`config.mk`:
```
export PLATFORM = sky130hd
export DESIGN_NAME = dac_regfront
export DESIGN_NICKNAME = d
export VERILOG_FILES = /design/src/rtl/dac_regfront_pkg.sv /design/src/rtl/dacrf_ctrl.sv /design/src/rtl/dacrf_chan.sv /design/src/rtl/dac_regfront.sv
export SDC_FILE = /design/constraint.sdc
export NUM_CORES = 1
export LEC_CHECK = 0
export ABC_AREA = 1
export BUFFER_PORTS_ARGS = -buffer_cell sky130_fd_sc_hd__buf_4
export CORE_MARGIN = 5
export CORE_UTILIZATION = 62
export CTS_CLUSTER_SIZE = 40
export DETAILED_ROUTE_END_ITERATION = 10
export GPL_TIMING_DRIVEN = 0
export PLACE_DENSITY = 0.91
export SYNTH_ARGS = -nofsm -noshare
export SYNTH_HDL_FRONTEND = slang
export SYNTH_SLANG_ARGS = --single-unit
```
`constraint.sdc`:
```
create_clock -name clk -period 4.6 [get_ports clk]
set_clock_uncertainty 0.15 [all_clocks]
set_input_delay 0.23 -clock clk [delete_from_list [all_inputs] [get_ports clk]]
set_output_delay 0.23 -clock clk [all_outputs]
set_load 0.01 [all_outputs]
```
`src/rtl/dac_regfront_pkg.sv`:
```
package dac_regfront_pkg;
   // control register bit positions (decoded by the channel logic)
   localparam int CB_PD0   = 0;
   localparam int CB_SYNC  = 2;
   localparam int CB_CLR0  = 3;
   localparam int CB_RNG0  = 5;
   localparam int CB_NARROW = 7;
   localparam int NCH      = 2;
   localparam logic [7:0] CTRL_RESET = 8'h04;

   function automatic int pd_bit(input int ch);
      return CB_PD0 + ch;
   endfunction
   function automatic int clr_bit(input int ch);
      return CB_CLR0 + ch;
   endfunction
   function automatic int rng_bit(input int ch);
      return CB_RNG0 + ch;
   endfunction
endpackage

```
`src/rtl/dacrf_ctrl.sv`:
```
module dacrf_ctrl
   import dac_regfront_pkg::*;
#(
   parameter int ADDR_W    = 8,
   parameter int BYTE_W    = 8,
   parameter int CTRL_ADDR = 'hFD
) (
   input  logic              clk,
   input  logic              rst_n,
   input  logic              wr_en,
   input  logic [ADDR_W-1:0] addr,
   input  logic [BYTE_W-1:0] wr_data,
   output logic [BYTE_W-1:0] ctrl_q,
   output logic              sync_load,
   output logic              rd_hit
);
   localparam logic [ADDR_W-1:0] CA = ADDR_W'(CTRL_ADDR);

   logic ctrl_wr;
   logic sync_rise;

   assign ctrl_wr   = wr_en && (addr == CA);
   assign sync_rise = ctrl_wr && wr_data[CB_SYNC] && !ctrl_q[CB_SYNC];
   assign rd_hit    = (addr == CA);

   always_ff @(posedge clk or negedge rst_n) begin
      if (!rst_n) begin
         ctrl_q    <= BYTE_W'(CTRL_RESET);
         sync_load <= 1'b0;
      end else begin
         sync_load <= sync_rise;
         if (ctrl_wr) ctrl_q <= wr_data;
      end
   end
endmodule

```
`src/rtl/dacrf_chan.sv`:
```
module dacrf_chan #(
   parameter int ADDR_W  = 8,
   parameter int BYTE_W  = 8,
   parameter int CODE_W  = 12,
   parameter int LO_ADDR = 'hF9,
   parameter int HI_ADDR = 'hFA
) (
   input  logic                      clk,
   input  logic                      rst_n,
   input  logic                      wr_en,
   input  logic [ADDR_W-1:0]         addr,
   input  logic [BYTE_W-1:0]         wr_data,
   input  logic                      direct_en,
   input  logic                      narrow,
   input  logic                      sync_load,
   input  logic                      out_en,
   output logic [BYTE_W-1:0]         lo_q,
   output logic [CODE_W-BYTE_W-1:0]  hi_q,
   output logic [CODE_W-1:0]         lat_q,
   output logic [CODE_W-1:0]         code_o,
   output logic                      rd_hit,
   output logic [BYTE_W-1:0]         rd_val
);
   localparam int HI_W  = CODE_W - BYTE_W;
   localparam int PAD_R = BYTE_W - HI_W;
   localparam logic [ADDR_W-1:0] LA = ADDR_W'(LO_ADDR);
   localparam logic [ADDR_W-1:0] HA = ADDR_W'(HI_ADDR);

   logic             lo_wr, hi_wr;
   logic [CODE_W-1:0] direct_code, stored_code;

   assign lo_wr = wr_en && (addr == LA);
   assign hi_wr = wr_en && (addr == HA);

   assign direct_code = narrow ? {wr_data, {HI_W{1'b0}}} : {hi_q, wr_data};
   assign stored_code = narrow ? {lo_q, {HI_W{1'b0}}}    : {hi_q, lo_q};

   always_ff @(posedge clk or negedge rst_n) begin
      if (!rst_n) begin
         lo_q  <= '0;
         hi_q  <= '0;
         lat_q <= '0;
      end else begin
         if (lo_wr) lo_q <= wr_data;
         if (hi_wr) hi_q <= wr_data[HI_W-1:0];
         // a direct load carries newer data than a pending simultaneous load
         if (lo_wr && direct_en) lat_q <= direct_code;
         else if (sync_load)     lat_q <= stored_code;
      end
   end

   assign code_o = out_en ? lat_q : '0;

   always_comb begin
      rd_hit = (addr == LA) || (addr == HA);
      if (addr == LA)      rd_val = lo_q;
      else if (addr == HA) rd_val = {{PAD_R{1'b0}}, hi_q};
      else                 rd_val = '0;
   end
endmodule

```
`src/rtl/dac_regfront.sv`:
```
module dac_regfront
   import dac_regfront_pkg::*;
#(
   parameter int ADDR_W    = 8,
   parameter int BYTE_W    = 8,
   parameter int CODE_W    = 12,
   parameter int DATA_BASE = 'hF9,
   parameter int CTRL_ADDR = 'hFD
) (
   input  logic              clk,
   input  logic              rst_n,
   input  logic [ADDR_W-1:0] bus_addr,
   input  logic [BYTE_W-1:0] bus_wdata,
   input  logic              bus_we,
   input  logic              bus_re,
   output logic [BYTE_W-1:0] bus_rdata,
   output logic [CODE_W-1:0] code0,
   output logic [CODE_W-1:0] code1,
   output logic [NCH-1:0]    rng_sel,
   output logic [NCH-1:0]    pwr_en
);
   localparam int HI_W = CODE_W - BYTE_W;

   if (CODE_W <= BYTE_W || HI_W > BYTE_W) begin : g_bad_width
      $error("dac_regfront: CODE_W must lie in (BYTE_W, 2*BYTE_W]");
   end
   if (BYTE_W <= CB_NARROW) begin : g_bad_byte
      $error("dac_regfront: BYTE_W too narrow for the control layout");
   end

   logic [BYTE_W-1:0] ctrl_q;
   logic              sync_load;
   logic              ctrl_hit;
   logic [BYTE_W-1:0] lo_q     [NCH];
   logic [HI_W-1:0]   hi_q     [NCH];
   logic [CODE_W-1:0] lat_code [NCH];
   logic [CODE_W-1:0] ch_code  [NCH];
   logic [NCH-1:0]    ch_hit;
   logic [BYTE_W-1:0] ch_rd    [NCH];

   dacrf_ctrl #(
      .ADDR_W(ADDR_W), .BYTE_W(BYTE_W), .CTRL_ADDR(CTRL_ADDR)
   ) u_ctrl (
      .clk(clk), .rst_n(rst_n), .wr_en(bus_we), .addr(bus_addr),
      .wr_data(bus_wdata), .ctrl_q(ctrl_q), .sync_load(sync_load),
      .rd_hit(ctrl_hit)
   );

   for (genvar c = 0; c < NCH; c++) begin : g_ch
      dacrf_chan #(
         .ADDR_W(ADDR_W), .BYTE_W(BYTE_W), .CODE_W(CODE_W),
         .LO_ADDR(DATA_BASE + 2*c), .HI_ADDR(DATA_BASE + 2*c + 1)
      ) u_chan (
         .clk(clk), .rst_n(rst_n), .wr_en(bus_we), .addr(bus_addr),
         .wr_data(bus_wdata),
         .direct_en(ctrl_q[CB_SYNC]),
         .narrow(ctrl_q[CB_NARROW]),
         .sync_load(sync_load),
         .out_en(ctrl_q[clr_bit(c)] && ctrl_q[pd_bit(c)]),
         .lo_q(lo_q[c]), .hi_q(hi_q[c]), .lat_q(lat_code[c]),
         .code_o(ch_code[c]), .rd_hit(ch_hit[c]), .rd_val(ch_rd[c])
      );
      assign rng_sel[c] = ctrl_q[rng_bit(c)];
      assign pwr_en[c]  = ctrl_q[pd_bit(c)];
   end

   always_comb begin
      bus_rdata = '0;
      if (bus_re) begin
         if (ctrl_hit) bus_rdata = ctrl_q;
         for (int c = 0; c < NCH; c++)
            if (ch_hit[c]) bus_rdata = ch_rd[c];
      end
   end

   assign code0 = ch_code[0];
   assign code1 = ch_code[1];
endmodule

```
==> out/summary.txt <==
Post-Synth Adder-Cell Area: 0
Post-Syn Nets: 543
top post-synthesis cells by area: dfrtp_1 (39%), nand2_1 (18%), o21ai_0 (7.1%), inv_1 (7.0%), nor2_1 (5.1%)
Hold EP: g_ch[1].u_chan.lo_q[6]$_DFFE_PN0P_
initial DRC count: 425
Clock Pin Slew Worst Setup and Hold Paths: 0.07 ns
largest family of logic cells by synthesized area: simple AND/OR/NAND/NOR gates
Compound-Gate Fraction of Synth Area: 0.127
critical-path maximum fanout: 10
setup_tns: 0 ns
hold depth: 3
slew margin rel.: 0.515
I/O Pins: 56
commonest non-fill, non-tap cell in the layout: nand2_1
drt first pass iters: 5
fin nets: 612
worst r2r dst: g_ch[0].u_chan.lat_q[2]$_DFFE_PN0P_
Mapped Area: 3590 um2
Via density: 5.55
Die W: 86.1 um
most frequent cells in the layout: nand2_1 (175), inv_1 (67), buf_4 (59)
Starting Density: 0.644
Pwr Density: 279 nW/um2
wire per inst: 15.5 um
Post-Synth XOR/XNOR Area: 0
layout cell share with drive strength beyond 1: 0.203
sequential fraction of the synthesis area: 0.398
root buffer cell: clkbuf_8
gp weighted congestion: 0.931
number of global-route vias before repair: 3,557
Remaining DRCs: 0
r2r setup slk: 2.80 ns
clock tree buffer depth: 2
Setup violations, final: 0
Port-buffer cells: 54
cell accounting for the most synthesized area: dfrtp_1
Hold Path Origin: bus_wdata[6]
DP HPWL: 7540 um
Post-Synthesis Cells: 523
CTS tree: done
min Tclk post-route: 2.32 ns
unique cell type count in the Yosys netlist: 25
post-cts gate resize count: 0
final worst slack: 2.28 ns
Critical R2R Launch: u_ctrl.ctrl_q[7]$_DFFE_PN0P_
Setup Buffers After CTS: 0
largest net degree at the start of global routing: 58
Hold Path Class: input pin to register
global-route wire length before repair: 17,100 um
Hold Fails Final Rpt: 0
Critical Path End Type: primary output
dpl ws: 2.68 ns
Remaining Overflow, GRT: 0
synth warn: 0
synthesized area per cell: 6.86 um2
Least-Margin Pin Slew: 0.728 ns
Placeable Area: 5570 um2
Global Route Usage Sum: 0.296
max cap viols: 0
Synth top area share: 0.391
Worst Reg-to-Reg Cells: 7
Peak Freq: 0.431 GHz
Num CTS Buffers: 9
Synth Area in Simple Gates: 0.350
crit path DAT: 1.94 ns
Routed WL: 10,400 um
Worst EP required: 4.22 ns
Via Count: 3,710
mux cell area share after synthesis: 0
Area Growth Syn to Fin: 20.6%
Ant. Diodes: 0
std cell rows: 27
unrepaired setup endpoints after global routing: no
Max VDD drop: 186 uV
critical path type: register to primary output
Pleak: 2.35 nW
Skew-Pair Late Insertion Delay: 0.34 ns
Worst setup SP type: register
status: complete, no violations
ANT nets after route: 0
hold buffer count at cts: 4
crit share post-route: 0.504
DIE AREA: 7410 um2
CTS sink count: 57
flops & latches, synth: 57
max-slew violations: 0
CTS H-tree lvls: 3
Die Y: 86.1 um
antenna violations before repair: 0
-- synth_stat cells --
master and number:
o21ai_0 51, nor3_1 1, inv_1 67, nand3b_1 1
nand4_1 4, o21a_1 4, buf_4 5, clkbuf_1 7
nand3_1 23, buf_2 9, nand3_2 5, nand2_2 6
nand2_4 2, nand2_1 175, o21ai_1 14, nor2_2 2
inv_2 6, buf_6 6, nor2_4 5, nor2_8 2
nor2_1 49, dfstp_2 1, a21oi_1 20, nand4_4 2
dfrtp_1 56
-- report_power, final --
group          total [mW]  leakage, nW  switching (mW)  internal, mW
sequential          0.550        0.661          0.0186         0.531
clock               0.488        0.109           0.210         0.278
combinational       0.172         1.58           0.113        0.0585
-- stage by stage --
step | utilization | area [um2] | instances | power (mW) | hold WS (ns)
global placement | 0.733 | 4080 | 649 | 0.717 | 0.172
finish | 0.777 | 4330 | 669 | 1.21 | 0.0109
detailed placement | 0.733 | 4080 | 649 | 0.722 | 0.180
floorplan | - | 3590 | 523 | 0.652 | -0.216
CTS | 0.777 | 4330 | 669 | 1.21 | 0.00391
global route | 0.777 | 4330 | 669 | 1.26 | 0.0239
-- cell type report --
class	instances	area, um2
Sequential cell	57	1430
Inverter	73	274
Buffer	27	176
Tap cell	72	90.1
Clock buffer	11	151
Fill cell	441	1240
Clock inverter	5	53.8
Timing Repair Buffer	58	445
Multi-Input combinational cell	366	1710
-- critical path, cell delays in order, from the launching register on --
cell and delay (ns):
dfrtp_1 0.37, buf_2 0.17, inv_2 0.16, clkbuf_1 0.36, o21ai_0 0.15, o21ai_0 0.17
inv_1 0.07, buf_4 0.14
-- how the worst max path moves through the flow --
stage / slack [ns] / cells past startpoint / to / startpoint
2_1_floorplan: 3.06 / 6 / bus_rdata[7] / u_ctrl.ctrl_q[7]$_DFFE_PN0P_
3_3_place_gp: 2.65 / 7 / bus_rdata[7] / u_ctrl.ctrl_q[7]$_DFFE_PN0P_
3_5_place_dp: 2.68 / 7 / bus_rdata[7] / u_ctrl.ctrl_q[7]$_DFFE_PN0P_
4_1_cts: 2.32 / 7 / bus_rdata[7] / u_ctrl.ctrl_q[7]$_DFFE_PN0P_
5_1_grt: 2.10 / 7 / bus_rdata[7] / u_ctrl.ctrl_q[7]$_DFFE_PN0P_
6_report: 2.28 / 7 / bus_rdata[7] / u_ctrl.ctrl_q[7]$_DFFE_PN0P_
-- registers in the layout, summed over array words and instances (netlist names) --
register           flops
g_ch.u_chan.lo_q      16
u_ctrl.ctrl_q          8
u_ctrl.sync_load       1
g_ch.u_chan.hi_q       8
g_ch.u_chan.lat_q     24
-- kinds of logic (layout without fill, tap and decap cells) --
logic type / after synthesis / count (layout)
flops: 57 / 57
simple gates: 277 / 277
buf+inv: 100 / 174
compound gates: 89 / 89
-- per-layer routing --
metal	vias up	global-route usage	share of wire	wire length, um
met5	-	0	0	0
met2	198	0.484	0.48	4980
li1	1758	-	-	-
met4	0	0.127	0.026	269
met3	29	0.0442	0.076	789
met1	1725	0.389	0.42	4330
Power figures use the tool's default switching activity.
